**config.mk**
```make
export PLATFORM = sky130hd
export DESIGN_NAME = irq_cause_ctrl
export DESIGN_NICKNAME = d
export VERILOG_FILES = /design/src/rtl/irq_ctrl_pkg.sv /design/src/rtl/irq_cause_bits.sv /design/src/rtl/irq_mask_reg.sv /design/src/rtl/irq_pick.sv /design/src/rtl/irq_cause_ctrl.sv
export SDC_FILE = /design/constraint.sdc
export NUM_CORES = 1
export LEC_CHECK = 0
export BUFFER_PORTS_ARGS = -buffer_cell sky130_fd_sc_hd__buf_2
export CAP_MARGIN = 0
export CORE_MARGIN = 2
export CORE_UTILIZATION = 55
export CTS_BUF_LIST = sky130_fd_sc_hd__clkbuf_4
export DETAILED_ROUTE_END_ITERATION = 12
export HOLD_SLACK_MARGIN = 0.03
export PLACE_DENSITY_LB_ADDON = 0.08
export SLEW_MARGIN = 20
export SYNTH_ARGS = -nofsm -noshare
export SYNTH_HDL_FRONTEND = slang
export SYNTH_SLANG_ARGS = --single-unit
export TNS_END_PERCENT = 10
```
**constraint.sdc**
```tcl
create_clock -name clk -period 3.86 [get_ports clk]
set_input_delay 0.386 -clock clk [delete_from_list [all_inputs] [get_ports clk]]
set_output_delay 0.386 -clock clk [all_outputs]
set_load 0.01 [all_outputs]
```
**src/rtl/irq_ctrl_pkg.sv**
```systemverilog
package irq_ctrl_pkg;
  localparam int CAUSE_W    = 32;
  localparam int SRC_LO     = 1;
  localparam int SRC_HI     = 29;
  localparam int NUM_SRC    = SRC_HI - SRC_LO + 1;
  localparam int IDX_W      = 5;
  localparam int ADDR_W     = 1;
  localparam int ADDR_CAUSE = 0;
  localparam int ADDR_MASK  = 1;
  // summary positions, decoded by software
  localparam int SUM_ANY    = 0;
  localparam int SUM_LOW    = 30;
  localparam int SUM_MID    = 31;
  // well-known source positions
  localparam int SRC_TIMER0 = 8;
  localparam int SRC_DMA0   = 4;
  localparam int SRC_RETRY  = 20;

  function automatic logic any_in(input logic [CAUSE_W-1:0] v, input int lo, input int hi);
    logic [63:0] sel;
    sel = (64'd1 << (hi - lo + 1)) - 64'd1;
    return |((64'(v) >> lo) & sel);
  endfunction

  // raw has zeros outside the source range
  function automatic logic [CAUSE_W-1:0] with_summary(input logic [CAUSE_W-1:0] raw);
    logic [CAUSE_W-1:0] v;
    v = raw;
    v[SUM_ANY] = any_in(raw, SRC_LO, SRC_HI);
    v[SUM_LOW] = any_in(raw, 26, 29) | any_in(raw, 1, 20);
    v[SUM_MID] = any_in(raw, 1, 25);
    return v;
  endfunction

  function automatic logic [IDX_W-1:0] lowest_src(input logic [CAUSE_W-1:0] pend);
    logic [IDX_W-1:0] idx;
    idx = '0;
    for (int i = SRC_HI; i >= SRC_LO; i--)
      if (pend[i]) idx = IDX_W'(i);
    return idx;
  endfunction
endpackage

```
**src/rtl/irq_cause_bits.sv**
```systemverilog
module irq_cause_bits #(
  parameter int NUM_SRC = 29
) (
  input  logic               clk,
  input  logic               rst_n,
  input  logic [NUM_SRC-1:0] src_i,
  input  logic               clr_en,
  input  logic [NUM_SRC-1:0] keep_i,
  output logic [NUM_SRC-1:0] bits_o
);
  logic [NUM_SRC-1:0] bits_q;

  for (genvar k = 0; k < NUM_SRC; k++) begin : g_bit
    always_ff @(posedge clk or negedge rst_n) begin
      if (!rst_n) bits_q[k] <= 1'b0;
      else if (src_i[k]) bits_q[k] <= 1'b1;
      else if (clr_en && !keep_i[k]) bits_q[k] <= 1'b0;
    end
  end

  assign bits_o = bits_q;


  evt_kept_chk: assert property (@(posedge clk) disable iff (!rst_n)
    (|src_i) |=> ((bits_q & $past(src_i)) == $past(src_i)));

  clr_chk: assert property (@(posedge clk) disable iff (!rst_n)
    clr_en |=> ((bits_q & ~$past(keep_i) & ~$past(src_i)) == '0));

  no_spurious_chk: assert property (@(posedge clk) disable iff (!rst_n)
    ((bits_q & ~$past(bits_q) & ~$past(src_i)) == '0));
endmodule

```
**src/rtl/irq_mask_reg.sv**
```systemverilog
module irq_mask_reg #(
  parameter int W = 32
) (
  input  logic         clk,
  input  logic         rst_n,
  input  logic         wr_en,
  input  logic [W-1:0] wdata,
  output logic [W-1:0] mask_o
);
  logic [W-1:0] mask_q;

  always_ff @(posedge clk or negedge rst_n) begin
    if (!rst_n) mask_q <= '0;
    else if (wr_en) mask_q <= wdata;
  end

  assign mask_o = mask_q;


  mask_hold_chk: assert property (@(posedge clk) disable iff (!rst_n)
    !wr_en |=> $stable(mask_q));
endmodule

```
**src/rtl/irq_pick.sv**
```systemverilog
module irq_pick #(
  parameter int W     = 32,
  parameter int IDX_W = 5
) (
  input  logic [W-1:0]     pend_i,
  output logic             any_o,
  output logic [IDX_W-1:0] idx_o
);
  import irq_ctrl_pkg::*;
  logic [W-1:0] pend_src;

  always_comb begin
    pend_src = '0;
    pend_src[SRC_HI:SRC_LO] = pend_i[SRC_HI:SRC_LO];
  end

  assign any_o = |pend_src;
  assign idx_o = lowest_src(pend_src);
endmodule

```
**src/rtl/irq_cause_ctrl.sv**
```systemverilog
module irq_cause_ctrl
  import irq_ctrl_pkg::*;
#(
  parameter int CW = CAUSE_W,
  parameter int NS = NUM_SRC,
  parameter int IW = IDX_W,
  parameter int AW = ADDR_W
) (
  input  logic          clk,
  input  logic          rst_n,
  input  logic [NS-1:0] src_i,
  input  logic          reg_wr_i,
  input  logic [AW-1:0] reg_addr_i,
  input  logic [CW-1:0] reg_wdata_i,
  output logic [CW-1:0] reg_rdata_o,
  output logic          irq_o,
  output logic          pend_valid_o,
  output logic [IW-1:0] pend_idx_o
);
  localparam logic [AW-1:0] A_CAUSE = AW'(ADDR_CAUSE);
  localparam logic [AW-1:0] A_MASK  = AW'(ADDR_MASK);

  logic          wr_cause, wr_mask;
  logic [NS-1:0] src_bits;
  logic [CW-1:0] cause_raw, cause_view, mask_q, pending;

  assign wr_cause = reg_wr_i && (reg_addr_i == A_CAUSE);
  assign wr_mask  = reg_wr_i && (reg_addr_i == A_MASK);

  irq_cause_bits #(.NUM_SRC(NS)) u_bits (
    .clk(clk), .rst_n(rst_n), .src_i(src_i),
    .clr_en(wr_cause), .keep_i(reg_wdata_i[SRC_HI:SRC_LO]),
    .bits_o(src_bits)
  );

  irq_mask_reg #(.W(CW)) u_mask (
    .clk(clk), .rst_n(rst_n), .wr_en(wr_mask),
    .wdata(reg_wdata_i), .mask_o(mask_q)
  );

  always_comb begin
    cause_raw = '0;
    cause_raw[SRC_HI:SRC_LO] = src_bits;
  end

  assign cause_view = with_summary(cause_raw);
  assign pending    = cause_raw & mask_q;

  irq_pick #(.W(CW), .IDX_W(IW)) u_pick (
    .pend_i(pending), .any_o(pend_valid_o), .idx_o(pend_idx_o)
  );

  assign irq_o       = |pending;
  assign reg_rdata_o = (reg_addr_i == A_MASK) ? mask_q : cause_view;


  sum_cover_chk: assert property (@(posedge clk) disable iff (!rst_n)
    cause_view[SUM_ANY] == (cause_view[SUM_LOW] | cause_view[SUM_MID]));

  irq_pick_chk: assert property (@(posedge clk) disable iff (!rst_n)
    irq_o == pend_valid_o);

  pick_hit_chk: assert property (@(posedge clk) disable iff (!rst_n)
    pend_valid_o |-> pending[pend_idx_o]);

  pick_low_chk: assert property (@(posedge clk) disable iff (!rst_n)
    pend_valid_o |-> ((pending & ((CW'(1) << pend_idx_o) - CW'(1))) == '0));

  pick_none_chk: assert property (@(posedge clk) disable iff (!rst_n)
    !pend_valid_o |-> (pend_idx_o == '0));
endmodule

```
# Word-level counts from Yosys, hierarchy flattened
# Index checks and enable logic that the tools add are counted.
word_totals:
  n_memories: 0
  ramBits: 0
  out_inout_bits: 39
  elab_cells: 216
  input_bits: 65
  latch_bits: 0
  rom_bits: 0
  register_bits: 61
classes:
  div: 0
  magnitude_cmp: 0
  n_mux: 88
  n_bitwise: 3
  addsub: 0
  mul: 0
  n_eq_ne: 0
  n_shift: 0
  n_reduce_logical: 95
ops:
  columns: ["op", "n"]
  rows:
  - ["5-bit 2-to-1 mux", 29]
  - ["1-bit 2-to-1 mux", 58]
  - ["2-bit nonzero test", 29]
  - ["29-bit OR reduction", 2]
  - ["30-bit by 32-bit AND with 32-bit output", 1]
  - ["32-bit 2-to-1 mux", 1]
  - ["32-bit OR reduction", 1]
  - ["1-bit logical AND", 31]
  - ["1-bit logical NOT", 29]
  - ["25-bit OR reduction", 1]
  - ["20-bit OR reduction", 1]
  - ["4-bit OR reduction", 1]
  - ["1-bit NOT", 1]
  - ["1-bit OR", 1]

# Logic depth before layout (Yosys ltp)
depth:
  depth_word: 30
  depth_mapped: 6
  depth_no_buf: 5

# By module
# From an unflattened synthesis, not the netlist that was laid out.
hier_totals:
  cells_unflattened: 314
  area_unflattened_um2: 3602.2
modules_own_cells:
  columns: ["module", "cells_per_inst", "seq_area_each_um2", "n_inst", "area_per_inst_um2"]
  rows:
  - ["irq_mask_reg", 68, 800.8, 1, 1345.0]
  - ["irq_cause_bits", 90, 725.7, 1, 1156.1]
  - ["irq_cause_ctrl", 95, 0.0, 1, 726.9]
  - ["irq_pick", 61, 0.0, 1, 374.1]

# Worst setup path after synthesis
# No wires, ideal clock.
synth_path:
  kind: "register to output"
  from: "reg u_bits.bits_q[23] (netlist: u_bits.bits_o[23])"
  to: "out pend_valid_o"
  path_stages_with_launch: 7
  path_slack_ns: 2.144
  arrival_time_ns: 1.330
  path_buffers: 1
  t_required_ns: 3.474
  cell_sequence: "dfrtp_1 -> a22o_2 -> nand2b_1 -> nand2b_1 -> nor2_1 -> nand2_1 -> buf_4"
synth_via:
  elab_chain_len: 2
synth_lines:
  columns: ["item", "line", "text"]
  rows:
  - ["from (decl)", "irq_cause_bits.sv:11", "logic [NUM_SRC-1:0] bits_q;"]
  - ["from (signal, indexed assignment)", "irq_cause_bits.sv:15", "if (!rst_n) bits_q[k] <= 1'b0;"]
  - ["from (signal, indexed assignment)", "irq_cause_bits.sv:16", "else if (src_i[k]) bits_q[k] <= 1'b1;"]
  - ["from (signal, indexed assignment)", "irq_cause_bits.sv:17", "else if (clr_en && !keep_i[k]) bits_q[k] <= 1'b0;"]
  - ["30-bit by 32-bit AND with 32-bit output", "irq_cause_ctrl.sv:47", "assign pending = cause_raw & mask_q;"]
  - ["29-bit OR reduction", "irq_pick.sv:17", "assign any_o = |pend_src;"]
  - ["to (decl)", "irq_cause_ctrl.sv:17", "output logic pend_valid_o,"]
# Every way passes these cells.

# Worst setup path in the final report
layout_path:
  from: "reg u_bits.bits_q[14] (netlist: u_bits.bits_o[14])"
  to: "out reg_rdata_o[31]"
layout_via:
  elab_chain_len: 2
layout_lines:
  columns: ["item", "line", "text"]
  rows:
  - ["25-bit OR reduction", "irq_ctrl_pkg.sv:22", "return |((64'(v) >> lo) & sel);"]
  - ["32-bit 2-to-1 mux", "irq_cause_ctrl.sv:54", "assign reg_rdata_o = (reg_addr_i == A_MASK) ? mask_q : cause_view;"]
  - ["to (decl)", "irq_cause_ctrl.sv:15", "output logic [CW-1:0] reg_rdata_o,"]
# Every way passes these cells.

==> metrics <==
clock slew at reported path FFs=0.11 ns; CP Class=reg2out; share of flip-flops with an asynchronous set or reset=1.00; Ys Warns=0; Post-CTS Hold Buffers=1; post-synthesis instance total=291; CP Launch Type=flip-flop; die height=80.0 µm; diode count=0; Via density=5.67; critical path arrival=2.14 ns; Crit path largest cell delay=0.44 ns; fraction of final layout cells sized beyond drive strength 1=0.458; WP data required=3.47 ns; switch share=0.310; Rel. slew slack=0.305; CTS resizes=0; vias in the first global route=2739; # rows=27; Total Routing Usage GR=0.261; maximum root-to-sink buffer count=2; Hold Crit Class=in2reg; Final setup viols=0; Worst Max-Slew Pin Slew=1.04 ns; crit path cell chain=nor4_1, nand3_1, nor4_1, mux2i_1, buf_2; most frequent cells after synthesis=dfrtp_1 (61), mux2_2 (61), nand2b_1 (33), o21ai_0 (32), nand2_1 (27); CTS HTree Levels=3; Final Skew=0 ns; CP Capture Type=primary output; Hold Path End=u_bits.bits_o[0]$_DFFE_PN0P_; endpoints failing hold=0; f_max=0.396 GHz; worst reg2reg startpoint=u_mask.mask_o[14]$_DFFE_PN0P_; share of the synthesized area in the top cell type=0.480; final worst-path cycle share=0.654; RSZ-0062 raised after global routing=false; CP top delay family=simple AND/OR/NAND/NOR gates; die area=6400 µm²; clk_lat worst skew=0.41 ns; clock sinks=61; filler instances=467; Main synth FF type=dfrtp_1; Seq/Total Area, Yosys=0.480; Power Total=1.59 mW; worst path bufs/invs=1; wire per inst=16.4 µm; largest net degree at the start of global routing=38; Clock Tree Root=clkbuf_4; Finished Layout Cells=474; Synth Area per Inst=10.9 µm²; r2r setup slk=3.03 ns; internal power=1.10 mW; R2R cell count=1; Post-synth EDFFs=0; DPL Wire Length=5660 µm; run status=finished, final reports clean; Core Footprint=5540 µm²; unique cell type count in the Yosys netlist=34; drt pass-1 iters=4; Sw Pwr=0.494 mW; last weighted congestion value of the routability-driven placer=0.866; nets=462; Lkg Pwr=1.65 nW; syn nets=356; CTS tree=built; Clock power frac=0.283; crit-path most repeated cell=nor4_1; first-pass GRT wire length=12800 µm; Combinational Power Share=0.231; area growth from synthesis to layout=22.4%; IO buf count=103; area leader, netlist=dfrtp_1; Post-Route WL=7770 µm; I/O pins=104; vias=2687; antenna violations before repair=0; post-CTS setup buffer count=0; ranking of synthesized cells by area=dfrtp_1 (48%), mux2_2 (22%), nand2b_1 (6.5%); WHS Path Cells=2; Initial Util=0.574; max-slew violation count=0; Num CTS Buffers=9; worst vdd ir=0.297 mV; GRT overflow=0; number of max-cap violations=0; setup TNS=0 ns; sequential power share=0.486; slowest cell on the critical path=dfrtp_1; min cycle time layout=2.53 ns; pwr dens=409 nW/µm²; placed insts=457; FF+latch count, synth=61; DRT iter0 DRCs=145; post-route antenna net violation count=0; worst-path fanout max=5; r2r endpoint=u_mask.mask_o[14]$_DFFE_PN0P_; DRC Markers=0; Synth Cell Area=3180 µm²; hold path start=src_i[0]; Die Wd=80.0 µm
==> power by group through the flow <==
stage / logic [mW] / clock network, mW / registers (mW)
2_1_floorplan: 0.241 / 0 / 0.761
3_3_place_gp: 0.360 / 0 / 0.780
3_5_place_dp: 0.368 / 0 / 0.783
4_1_cts: 0.370 / 0.460 / 0.771
5_1_grt: 0.406 / 0.484 / 0.783
6_report: 0.367 / 0.450 / 0.773
==> cell usage in the layout (no fill, tap or decap), types with 2 or more instances in the layout <==
cell / netlist / final
mux2_2: 61 / 61
nor2b_1: 4 / 4
clkbuf_4: 0 / 10
and2_1: 2 / 2
nor3_1: 2 / 2
buf_4: 1 / 2
a22oi_1: 7 / 7
buf_2: 8 / 103
nor4_1: 6 / 6
a22o_1: 3 / 3
clkinv_2: 0 / 2
a21oi_1: 7 / 7
nor2_1: 4 / 4
a31oi_1: 4 / 4
o21ai_0: 32 / 32
nand2_1: 27 / 27
o211ai_1: 2 / 2
a32o_1: 3 / 3
clkinvlp_4: 0 / 2
nand2b_1: 33 / 33
or4_1: 2 / 2
nand3_1: 8 / 8
dfrtp_1: 61 / 61
==> sequential cells by signal (all words and copies together), names as in the netlist <==
signal	cells
u_mask.mask_o	32
u_bits.bits_o	29
==> routing by layer <==
layer	wire length (µm)	GRT usage
met1	3500	0.340
met2	3730	0.429
met3	449	0.0577
met4	81	0.0932
met5	0	0
==> per-stage QoR <==
stage | worst slack [ns] | util | hold slack, ns | area [µm²]
after detailed placement | 1.50 | 0.675 | 0.402 | 3740
after CTS | 1.33 | 0.702 | 0.110 | 3890
after global placement | 1.66 | 0.675 | 0.404 | 3740
after floorplan | 2.14 | - | 0.0904 | 3180
after global routing | 1.19 | 0.702 | 0.129 | 3890
final | 1.33 | 0.702 | 0.147 | 3890
==> worst max path at each step <==
| stage | end | from | cells past startpoint |
|---|---|---|---|
| after CTS | reg_rdata_o[31] | u_bits.bits_o[14]$_DFFE_PN0P_ | 5 |
| after floorplan | pend_valid_o | u_bits.bits_o[23]$_DFFE_PN0P_ | 6 |
| after global routing | reg_rdata_o[31] | u_bits.bits_o[0]$_DFFE_PN0P_ | 5 |
| after detailed placement | u_bits.bits_o[5]$_DFFE_PN0P_ | reg_addr_i | 4 |
| final | reg_rdata_o[31] | u_bits.bits_o[14]$_DFFE_PN0P_ | 5 |
| after global placement | u_bits.bits_o[27]$_DFFE_PN0P_ | reg_addr_i | 4 |
==> cell type report <==
cell class | instances | area (µm²) | area share
Inverter | 1 | 3.75 | 0.000965
Clock buffer | 10 | 75.1 | 0.0193
Clock inverter | 6 | 63.8 | 0.0164
Timing Repair Buffer | 106 | 541 | 0.139
Multi-Input combinational cell | 218 | 1590 | 0.409
Sequential cell | 61 | 1530 | 0.392
Tap cell | 72 | 90.1 | 0.0232
==> cell families after synthesis <==
group                  share of synthesized area
AO/OA/AOI/OAI                              0.129
buffers and inverters                     0.0189
flip-flops                                 0.480
multiplexers                               0.219
AND/OR/NAND/NOR                            0.152
No activity file was read; power rests on OpenSTA's default activity.
